===== src/rtl/dma_chan_pkg.sv =====
// Package: shared state type and register field positions for the DMA channel.
// Assumes a 32-bit register word; the field positions are decoded by software.
package dma_chan_pkg;

    typedef enum logic [1:0] {
        ST_IDLE = 2'd0,
        ST_GATE = 2'd1,
        ST_RD   = 2'd2,
        ST_WR   = 2'd3
    } eng_state_t;

    localparam logic [1:0] RA_CTRL  = 2'd0;
    localparam logic [1:0] RA_STAT  = 2'd1;
    localparam logic [1:0] RA_PADDR = 2'd2;
    localparam logic [1:0] RA_MADDR = 2'd3;

    // control word fields
    localparam int unsigned C_EN     = 31;
    localparam int unsigned C_IE     = 30;
    localparam int unsigned C_DIR    = 28;
    localparam int unsigned C_ONCE   = 27;
    localparam int unsigned C_FLOW   = 21;
    localparam int unsigned C_SEL_LO = 16;
    localparam int unsigned C_CNT_LO = 2;

    // status word fields
    localparam int unsigned S_BUSY   = 31;
    localparam int unsigned S_EOC    = 30;
    localparam int unsigned S_HALT   = 29;
    localparam int unsigned S_PP     = 28;
    localparam int unsigned S_CNT_LO = 2;

endpackage


===== src/rtl/dma_chan_regs.sv =====
// Module: configuration registers and the end-of-count flag.
// Holds the control fields and the two base addresses, and keeps the sticky
// end-of-count flag. Assumes single-cycle writes. A one-shot completion
// clears enable after any write made in the same cycle.
module dma_chan_regs
    import dma_chan_pkg::*;
#(
    parameter int unsigned AW    = 32,
    parameter int unsigned CNT_W = 14,
    parameter int unsigned SEL_W = 5
) (
    input  logic             clk,
    input  logic             rst_n,
    input  logic             cfg_we,
    input  logic [1:0]       cfg_addr,
    input  logic [31:0]      cfg_wdata,
    input  logic             done_once,
    input  logic             eoc_evt,
    output logic             en,
    output logic             ie,
    output logic             dir,
    output logic             once,
    output logic             flow,
    output logic [SEL_W-1:0] sel,
    output logic [CNT_W-1:0] wcnt,
    output logic [AW-1:0]    per_base,
    output logic [AW-1:0]    mem_base,
    output logic             eoc_flag
);

    logic wr_ctrl, wr_stat, wr_padr, wr_madr;
    logic unused_wbits;

    assign wr_ctrl = cfg_we && (cfg_addr == RA_CTRL);
    assign wr_stat = cfg_we && (cfg_addr == RA_STAT);
    assign wr_padr = cfg_we && (cfg_addr == RA_PADDR);
    assign wr_madr = cfg_we && (cfg_addr == RA_MADDR);
    assign unused_wbits = ^cfg_wdata[1:0];

    // Control fields: loaded by software, enable cleared by one-shot completion.
    always_ff @(posedge clk) begin
        if (!rst_n) begin
            en   <= 1'b0;
            ie   <= 1'b0;
            dir  <= 1'b0;
            once <= 1'b0;
            flow <= 1'b0;
            sel  <= '0;
            wcnt <= '0;
        end else begin
            if (wr_ctrl) begin
                en   <= cfg_wdata[C_EN];
                ie   <= cfg_wdata[C_IE];
                dir  <= cfg_wdata[C_DIR];
                once <= cfg_wdata[C_ONCE];
                flow <= cfg_wdata[C_FLOW];
                sel  <= cfg_wdata[C_SEL_LO +: SEL_W];
                wcnt <= cfg_wdata[C_CNT_LO +: CNT_W];
            end
            if (done_once) begin
                en <= 1'b0;
            end
        end
    end

    // Base addresses: word aligned, low two bits forced to zero.
    always_ff @(posedge clk) begin
        if (!rst_n) begin
            per_base <= '0;
            mem_base <= '0;
        end else begin
            if (wr_padr) per_base <= {cfg_wdata[AW-1:2], 2'b00};
            if (wr_madr) mem_base <= {cfg_wdata[AW-1:2], 2'b00};
        end
    end

    // End-of-count flag: set by the engine, cleared by write-one; set wins.
    always_ff @(posedge clk) begin
        if (!rst_n) begin
            eoc_flag <= 1'b0;
        end else if (eoc_evt) begin
            eoc_flag <= 1'b1;
        end else if (wr_stat && cfg_wdata[S_EOC]) begin
            eoc_flag <= 1'b0;
        end
    end

endmodule


===== src/rtl/dma_chan_cursor.sv =====
// Module: residual word count, memory address and ping-pong half tracker.
// Loads on channel start and steps once per completed word. In continuous
// mode it reloads the count at each half boundary and rewinds the address
// after the second half. Assumes load and step never coincide.
module dma_chan_cursor #(
    parameter int unsigned AW    = 32,
    parameter int unsigned CNT_W = 14
) (
    input  logic             clk,
    input  logic             rst_n,
    input  logic             load,
    input  logic             step,
    input  logic             once,
    input  logic [CNT_W-1:0] wcnt,
    input  logic [AW-1:0]    mem_base,
    output logic [CNT_W-1:0] rem,
    output logic [AW-1:0]    maddr,
    output logic             pp,
    output logic             last
);

    localparam logic [AW-1:0] WORD_BYTES = AW'(4);

    assign last = (rem == '0);

    // Count, address and half indicator update.
    always_ff @(posedge clk) begin
        if (!rst_n) begin
            rem   <= '0;
            maddr <= '0;
            pp    <= 1'b0;
        end else if (load) begin
            rem   <= wcnt;
            maddr <= mem_base;
            pp    <= 1'b0;
        end else if (step) begin
            maddr <= maddr + WORD_BYTES;
            if (!last) begin
                rem <= rem - CNT_W'(1);
            end else if (!once) begin
                rem <= wcnt;
                pp  <= ~pp;
                if (pp) begin
                    maddr <= mem_base;
                end
            end
        end
    end

endmodule


===== src/rtl/dma_chan_engine.sv =====
// Module: word-move sequencer.
// Gates each word on the selected request line (when flow control is on),
// reads one word from the source, then writes it to the destination.
// Assumes the bus ports hold ack for one cycle per strobe. A strobe stays
// up until its ack, so a cleared enable takes effect between words only.
module dma_chan_engine
    import dma_chan_pkg::*;
#(
    parameter int unsigned AW    = 32,
    parameter int unsigned DW    = 32,
    parameter int unsigned NREQ  = 32,
    parameter int unsigned SEL_W = 5
) (
    input  logic             clk,
    input  logic             rst_n,
    input  logic             en,
    input  logic             dir,
    input  logic             once,
    input  logic             flow,
    input  logic [SEL_W-1:0] sel,
    input  logic [NREQ-1:0]  req_lines,
    input  logic             last,
    input  logic [DW-1:0]    per_rdata,
    input  logic             per_ack,
    input  logic [DW-1:0]    mem_rdata,
    input  logic             mem_ack,
    output logic             per_stb,
    output logic             mem_stb,
    output logic             bus_we,
    output logic [DW-1:0]    wdata,
    output logic             load,
    output logic             step,
    output logic             eoc_evt,
    output logic             done_once,
    output logic             busy,
    output logic             halt
);

    localparam logic [SEL_W-1:0] SEL_NONE = SEL_W'(NREQ - 1);

    eng_state_t state_q, state_d;
    logic       sel_ok, grant, rd_ack, wr_ack;
    logic [DW-1:0] rd_data;

    assign sel_ok  = (sel != SEL_NONE);
    assign grant   = !flow || (sel_ok && req_lines[sel]);
    assign rd_ack  = dir ? mem_ack : per_ack;
    assign wr_ack  = dir ? per_ack : mem_ack;
    assign rd_data = dir ? mem_rdata : per_rdata;

    assign load      = (state_q == ST_IDLE) && en;
    assign step      = (state_q == ST_WR) && wr_ack;
    assign eoc_evt   = step && last;
    assign done_once = eoc_evt && once;
    assign busy      = (state_q != ST_IDLE);
    assign halt      = (state_q == ST_GATE) && en && flow && !sel_ok;

    assign per_stb = ((state_q == ST_RD) && !dir) || ((state_q == ST_WR) && dir);
    assign mem_stb = ((state_q == ST_RD) && dir)  || ((state_q == ST_WR) && !dir);
    assign bus_we  = (state_q == ST_WR);

    // Next-state selection for the per-word sequence.
    always_comb begin
        state_d = state_q;
        unique case (state_q)
            ST_IDLE: if (en) state_d = ST_GATE;
            ST_GATE: begin
                if (!en)        state_d = ST_IDLE;
                else if (grant) state_d = ST_RD;
            end
            ST_RD:   if (rd_ack) state_d = ST_WR;
            ST_WR: begin
                if (wr_ack) begin
                    if (done_once || !en) state_d = ST_IDLE;
                    else                  state_d = ST_GATE;
                end
            end
            default: state_d = ST_IDLE;
        endcase
    end

    // State register.
    always_ff @(posedge clk) begin
        if (!rst_n) state_q <= ST_IDLE;
        else        state_q <= state_d;
    end

    // Word holding register between the read and write phases.
    always_ff @(posedge clk) begin
        if (!rst_n) begin
            wdata <= '0;
        end else if ((state_q == ST_RD) && rd_ack) begin
            wdata <= rd_data;
        end
    end

endmodule


===== src/rtl/dma_chan.sv =====
// Module: top of the single DMA channel.
// Wires the register file, the sequencer and the cursor together and builds
// the control and status readback words and the interrupt.
// Assumes one outstanding access per side.
module dma_chan
    import dma_chan_pkg::*;
#(
    parameter int unsigned AW    = 32,
    parameter int unsigned DW    = 32,
    parameter int unsigned NREQ  = 32,
    parameter int unsigned CNT_W = 14
) (
    input  logic            clk,
    input  logic            rst_n,
    input  logic            cfg_we,
    input  logic [1:0]      cfg_addr,
    input  logic [31:0]     cfg_wdata,
    output logic [31:0]     ctrl_q,
    output logic [31:0]     stat_q,
    output logic            irq,
    input  logic [NREQ-1:0] req_lines,
    output logic            per_stb,
    output logic            per_we,
    output logic [AW-1:0]   per_addr,
    output logic [DW-1:0]   per_wdata,
    input  logic [DW-1:0]   per_rdata,
    input  logic            per_ack,
    output logic            mem_stb,
    output logic            mem_we,
    output logic [AW-1:0]   mem_addr,
    output logic [DW-1:0]   mem_wdata,
    input  logic [DW-1:0]   mem_rdata,
    input  logic            mem_ack
);

    localparam int unsigned SEL_W = $clog2(NREQ);

    logic             en, ie, dir, once, flow, eoc_flag;
    logic [SEL_W-1:0] sel;
    logic [CNT_W-1:0] wcnt, rem;
    logic [AW-1:0]    per_base, mem_base, maddr;
    logic             load, step, eoc_evt, done_once, busy, halt, pp, last, bus_we;
    logic [DW-1:0]    wdata;

    dma_chan_regs #(.AW(AW), .CNT_W(CNT_W), .SEL_W(SEL_W)) u_regs (
        .clk       (clk),
        .rst_n     (rst_n),
        .cfg_we    (cfg_we),
        .cfg_addr  (cfg_addr),
        .cfg_wdata (cfg_wdata),
        .done_once (done_once),
        .eoc_evt   (eoc_evt),
        .en        (en),
        .ie        (ie),
        .dir       (dir),
        .once      (once),
        .flow      (flow),
        .sel       (sel),
        .wcnt      (wcnt),
        .per_base  (per_base),
        .mem_base  (mem_base),
        .eoc_flag  (eoc_flag)
    );

    dma_chan_engine #(.AW(AW), .DW(DW), .NREQ(NREQ), .SEL_W(SEL_W)) u_eng (
        .clk       (clk),
        .rst_n     (rst_n),
        .en        (en),
        .dir       (dir),
        .once      (once),
        .flow      (flow),
        .sel       (sel),
        .req_lines (req_lines),
        .last      (last),
        .per_rdata (per_rdata),
        .per_ack   (per_ack),
        .mem_rdata (mem_rdata),
        .mem_ack   (mem_ack),
        .per_stb   (per_stb),
        .mem_stb   (mem_stb),
        .bus_we    (bus_we),
        .wdata     (wdata),
        .load      (load),
        .step      (step),
        .eoc_evt   (eoc_evt),
        .done_once (done_once),
        .busy      (busy),
        .halt      (halt)
    );

    dma_chan_cursor #(.AW(AW), .CNT_W(CNT_W)) u_cur (
        .clk      (clk),
        .rst_n    (rst_n),
        .load     (load),
        .step     (step),
        .once     (once),
        .wcnt     (wcnt),
        .mem_base (mem_base),
        .rem      (rem),
        .maddr    (maddr),
        .pp       (pp),
        .last     (last)
    );

    assign per_we    = bus_we;
    assign mem_we    = bus_we;
    assign per_addr  = per_base;
    assign mem_addr  = maddr;
    assign per_wdata = wdata;
    assign mem_wdata = wdata;
    assign irq       = eoc_flag && ie;

    // Readback words assembled from the distributed state.
    always_comb begin
        ctrl_q = '0;
        ctrl_q[C_EN]   = en;
        ctrl_q[C_IE]   = ie;
        ctrl_q[C_DIR]  = dir;
        ctrl_q[C_ONCE] = once;
        ctrl_q[C_FLOW] = flow;
        ctrl_q[C_SEL_LO +: SEL_W] = sel;
        ctrl_q[C_CNT_LO +: CNT_W] = wcnt;
        stat_q = '0;
        stat_q[S_BUSY] = busy;
        stat_q[S_EOC]  = eoc_flag;
        stat_q[S_HALT] = halt;
        stat_q[S_PP]   = pp;
        stat_q[S_CNT_LO +: CNT_W] = rem;
    end

endmodule


===== config.mk =====
export PLATFORM = sky130hd
export DESIGN_NAME = dma_chan
export DESIGN_NICKNAME = d
export VERILOG_FILES = /design/src/rtl/dma_chan_pkg.sv /design/src/rtl/dma_chan_regs.sv /design/src/rtl/dma_chan_cursor.sv /design/src/rtl/dma_chan_engine.sv /design/src/rtl/dma_chan.sv
export SDC_FILE = /design/constraint.sdc
export NUM_CORES = 1
export LEC_CHECK = 0
export BUFFER_PORTS_ARGS = -buffer_cell sky130_fd_sc_hd__buf_2
export CAP_MARGIN = 20
export CORE_ASPECT_RATIO = 0.8
export CORE_MARGIN = 5
export CORE_UTILIZATION = 45
export DETAILED_ROUTE_END_ITERATION = 8
export PLACE_DENSITY = 0.74
export SETUP_SLACK_MARGIN = 0.05
export SYNTH_ARGS = -nofsm -noshare
export SYNTH_HDL_FRONTEND = slang
export SYNTH_HIERARCHICAL = 1
export SYNTH_SLANG_ARGS = --single-unit
export TNS_END_PERCENT = 100

===== constraint.sdc =====
create_clock -name clk -period 3.17 [get_ports clk]
set_input_delay 0.1585 -clock clk [delete_from_list [all_inputs] [get_ports clk]]
set_output_delay 0.1585 -clock clk [all_outputs]
set_load 0.005 [all_outputs]

Yosys cells after proc, flatten, opt, wreduce, memory -nomap -nowiden. Index checks and enable logic that the tools add are counted.

Flip-flop bits (word level): 166. Bits in latches: 0. Memory bits (writable): 0. Memory bits (read-only): 0. Bits of input ports: 135. Output and inout port bits: 197. Memories kept: 0.

Add/subtract/negate cells: 2. $mul: 0. Divide/modulo/power cells: 0. Magnitude comparators: 1. Eq/ne operators: 12. Shift-type cells: 0. Multiplexer cells: 23. Bitwise operators: 3. Reductions and logical operators: 38.

Operator list (count): $mux 32 (6); $mux 14 (4); $add 32x3->32 const B (1); $logic_and 1x1->1 (19); $logic_not 14->1 (1); $sub 14x1->14 const B (1); $mux 2 (5); $eq 2x2->1 const B (4); $pmux 2 s4 (1); $lt 5x6->1 const B (1); $mux 1 (6); $reduce_bool 2->1 (3); $bmux 1 s5 (1); $ne 5x5->1 const B (1); $eq 2x1->1 const B (2); $logic_not 1->1 (4); $logic_not 2->1 (2); $logic_or 1x1->1 (4); $ne 2x1->1 const B (2); $reduce_and 4->1 (1); $reduce_or 2->1 (2); $ne 3x2->1 const B (1); $ne 3x3->1 const B (1); $not 1->1 (3); other kinds (3) (3).

Logic depth before layout (Yosys ltp).
Depth in word-level cells: 8. Gate-level depth with buffers: 10. Depth with buffers taken out: 7.

Modules after synthesis. Netlist, hierarchy kept.

Modules (own cells, without submodules): dma_chan_regs (instances 1, cells each 317, area each 3175.5 um^2); dma_chan_cursor (instances 1, cells each 389, area each 3072.9 um^2); dma_chan_engine (instances 1, cells each 204, area each 2029.4 um^2); dma_chan (instances 1, cells each 66, area each 490.5 um^2).

Least setup slack after synthesis. OpenSTA, ideal clock, no wires.

Path kind: register to register. Start point: register u_regs.dir. End point: register u_cur.maddr[9]. Library setup time: 0.117 ns. Arrival: 2.119 ns. Data required time: 3.053 ns. Slack: 0.933 ns. Stages on the path, launching flop included: 10. Cell sequence: dfxtp_1 buf_2 mux2i_1 nor2b_1 clkbuf_1 or2_2 clkbuf_1 clkbuf_1 o21ai_1 a32o_1.

Cells in the longest elaborated chain, start to end: 3.

Ends and longest elaborated chain: start: declaration (RTL line dma_chan_regs.sv:21) `output logic dir,`; start signal: assignment (RTL line dma_chan_regs.sv:54) `dir <= cfg_wdata[C_DIR];`; $mux 1 (RTL line dma_chan_engine.sv:48) `assign wr_ack = dir ? per_ack : mem_ack;`; $logic_and 1x1->1 (RTL line dma_chan_engine.sv:52) `assign step = (state_q == ST_WR) && wr_ack;`; net step (RTL line dma_chan.sv:42) `logic load, step, eoc_evt, done_once, busy, halt, pp, last, bus_we;`; $reduce_bool 2->1 (no source line); end signal: assignment (RTL line dma_chan_cursor.sv:34) `maddr <= mem_base;`; end signal: assignment (RTL line dma_chan_cursor.sv:37) `maddr <= maddr + WORD_BYTES;`; end signal: assignment (RTL line dma_chan_cursor.sv:44) `maddr <= mem_base;`; end: declaration (RTL line dma_chan_cursor.sv:17) `output logic [AW-1:0] maddr,`.

The timed path passes the listed nets, and every way through them passes these cells. A chain may end at the register's enable or synchronous reset.

Worst setup path after layout.
Start point: register u_cur.rem[0]. End point: register u_cur.maddr[4].

Cells in the longest elaborated chain, start to end: 4.

Ends and longest elaborated chain: start: declaration (RTL line dma_chan_cursor.sv:16) `output logic [CNT_W-1:0] rem,`; start signal: assignment (RTL line dma_chan_cursor.sv:33) `rem <= wcnt;`; start signal: assignment (RTL line dma_chan_cursor.sv:39) `rem <= rem - CNT_W'(1);`; start signal: assignment (RTL line dma_chan_cursor.sv:41) `rem <= wcnt;`; $logic_not 14->1 (RTL line dma_chan_cursor.sv:24) `assign last = (rem == '0);`; $mux 32 (RTL line dma_chan_cursor.sv:38) `if (!last) begin`; $mux 32 (RTL line dma_chan_cursor.sv:36) `end else if (step) begin`; $mux 32 (RTL line dma_chan_cursor.sv:32) `end else if (load) begin`.

No other way between the ends. The select of a mux whose other input is x is not followed.

==> impl_metrics.yaml <==
sta:
  tightest_slew_ns: 1.00
  worst_slew_margin_rel: 0.334
  skew_ns: 0.0124
  finalHoldViolCount: 0
  min_period_ns: 2.81
  rsz0062_at_grt: "no"
  setup_tns_ns: 0
  fmax_mhz: 356
  setup_viol_count_final: 0
  post-route-period-util: 0.887
  slew_violations: 0
worst_setup_path:
  cp-endpoint: "u_cur/maddr[4]"
  r2r-start: "u_cur/rem[0]"
  endpoint_kind: "flip-flop"
  cp_data_arrival_time_ns: 3.13
  path_class: "reg -> reg"
  worstSetupStartpointType: "flip-flop"
  crit_path_start: "u_cur/rem[0]"
  cp_max_fo: 11
  reg2reg_slack_ns: 0.36
  rr_endpoint: "u_cur/maddr[4]"
  r2r_cells: 7
  worst_ep_required_time_ns: 3.48
power:
  combPwrFrac: 0.125
  p_int_mw: 3.67
  power_mw: 5.00
  p_switching_mw: 1.33
  p_leak_nw: 5.27
  p_seq_frac: 0.439
  p_per_area_nw_per_um2: 466
  clock_power_share: 0.437
  swShare: 0.265
  irDropWorstVdd_mv: 0.332
clock_tree:
  cts_buffers: 17
  cts_resized: 0
  postCtsSetupRepairBufs: 0
  cts_max_level: 4
  cts.sinks: 166
  hold_buffers: 4
  clk_latency_ns: 0.43
  clock_path_buffers: 2
  cts_tree: "done"
  cts_root_buf: "clkbuf_16"
  clk_pin_slew_worst_paths_ns: 0.07
floorplanning:
  ioPinCount: 332
  core_area_um2: 19100
  start_util: 0.459
  row_count: 45
  dieWidth_um: 166
  dieArea_um2: 22400
  dieHeight_um: 135
final_layout:
  multi_input_area_um2: 4650
  syn2layout_area_growth_pct: 22.4
  drive_above_1_share: 0.316
  n_antenna_cell: 0
  finalNetCount: 1350
  final-seq-area_um2: 3320
  fillers: 1748
placed_design:
  hpwl_um: 19900
  port-buffer-count: 305
  globalplace.congestion: 0.901
drt:
  wl_met1_um: 12000
  topRoutingLayerUsed: "met4"
  wl_per_cell_um: 18.4
  drtAntennaViolNets: 0
  drc_errors: 0
  routed_wl_um: 27200
  first_iter_violations: 720
  firstDrtPassIters: 5
  routed-via-count: 8195
  route.met3.wl_um: 2250
  wl_met2_um: 12500
  vias_per_cell: 5.52
yosys:
  synthArstFlopShare: 0
  netlist_area_um2: 8770
  ys_top_cells_by_area: "dfxtp_1 (38%), mux2i_1 (15%), nand2_1 (8.3%)"
  syn_avg_cell_area_um2: 8.98
  yosys_warnings: 6
  synthTopCellsByCount: "nand2_1 (193), dfxtp_1 (166), mux2i_1 (135)"
  syn_inst: 976
  yosysSeqAreaShare: 0.379
  synthFlopType: "dfxtp_1"
  ys_types: 77
  yosysTopAreaCellShare: 0.379
  synth_top_area_cell: "dfxtp_1"
  yosysMostFrequentCell: "nand2_1"
  synth_edf_count: 0
  ys_ff_latch: 166
grt:
  antenna_found_initial: 0
  grt_max_degree: 112
  grt_overflow: 0
  grt_pass1_vias: 7555
  grt_pass1_wl_um: 41300
  track_usage: 0.226
hold_path:
  min_path_type: "in -> reg"
outcome:
  status: "finished clean"
flow_run:
  maxCapViolCount: 0
-- through the flow --
stage | hold slack (ns) | utilization | cell area (um2) | worst slack [ns] | std cells
CTS | 0.0104 | 0.561 | 10700 | 0.449 | 1483
detailed placement | 0.438 | 0.527 | 10100 | 0.471 | 1447
global placement | 0.439 | 0.527 | 10100 | 0.555 | 1447
floorplan | 0.320 | - | 8860 | 0.933 | 1000
global route | 0.0208 | 0.562 | 10700 | 0.250 | 1484
finish | 0.0206 | 0.562 | 10700 | 0.357 | 1484
-- layout make-up --
cell class | instances | area share
multi-input combinational | 685 | 0.433
sequential | 166 | 0.310
timing repair buffer | 330 | 0.165
clock buffer | 18 | 0.0400
tap | 258 | 0.0301
clock inverter | 14 | 0.0174
inverter | 13 | 0.00455
-- power by group through the flow --
| stage | Combinational, mW | Sequential (mW) | Clock, mW |
|---|---|---|---|
| floorplan | 0.403 | 2.22 | 0 |
| global placement | 0.593 | 2.24 | 0 |
| global route | 0.675 | 2.20 | 2.32 |
| CTS | 0.609 | 2.19 | 2.22 |
| finish | 0.623 | 2.19 | 2.18 |
| detailed placement | 0.601 | 2.24 | 0 |
-- how the worst min path moves through the flow --
| stage | start | end | slack [ns] | depth (start not counted) |
|---|---|---|---|---|
| after global routing | cfg_wdata[29] | u_regs/per_base[29] | 0.02 | 3 |
| final | cfg_wdata[31] | u_regs/en | 0.02 | 3 |
| after CTS | cfg_wdata[22] | u_regs/per_base[22] | 0.01 | 3 |
| after global placement | cfg_wdata[29] | u_regs/per_base[29] | 0.44 | 3 |
| after floorplan | cfg_wdata[22] | u_regs/per_base[22] | 0.32 | 2 |
| after detailed placement | cfg_wdata[23] | u_regs/per_base[23] | 0.44 | 3 |
-- registers in the layout (all words and copies together) (netlist names), 5 cells and up, named ones only --
signal / flops
u_cur/maddr: 32
u_cur/rem: 14
u_eng/wdata: 32
u_regs/sel: 5
u_regs/per_base: 30
u_regs/mem_base: 30
u_regs/wcnt: 14
-- critical path, stage by stage, from the launching register on --
cell     delay, ns
dfxtp_1       0.36
inv_1         0.11
ha_1          0.21
nor3b_1       0.47
nand4_2       0.30
o21ai_1       0.80
o21ai_0       0.16
a32o_1        0.29
-- metal layers --
layer,GRT usage,vias up
met1,0.318,3878
met4,0.0573,0
met5,0,-
met3,0.0571,41
li1,-,3887
met2,0.349,389
-- cell families after synthesis --
kind of cell / share of synthesized area
AO/OA/AOI/OAI: 0.144
XOR/XNOR: 0.00400
adder cells (fa/ha/maj): 0.00285
buffers and inverters: 0.102
flip-flops: 0.379
multiplexers: 0.173
other: 0.000856
AND/OR/NAND/NOR: 0.195
-- layout by cell type (no fill, tap or decap), types with 8 or more instances in the layout --
master	synthesis	routed
nor3_1	14	14
conb_1	2	26
buf_4	72	18
a21oi_1	22	22
nand4_1	14	14
dfxtp_1	166	165
o211ai_1	9	9
inv_1	13	13
nor2_1	30	29
mux2i_1	135	135
buf_2	23	304
nand2_1	193	193
nand3_1	22	22
a31oi_1	12	12
and3_1	9	8
nor4_1	8	8
nor2b_1	9	9
o211a_1	32	32
o21ai_1	13	13
nand3b_1	8	8
clkbuf_16	0	17
(Power assumes the default switching activity.)
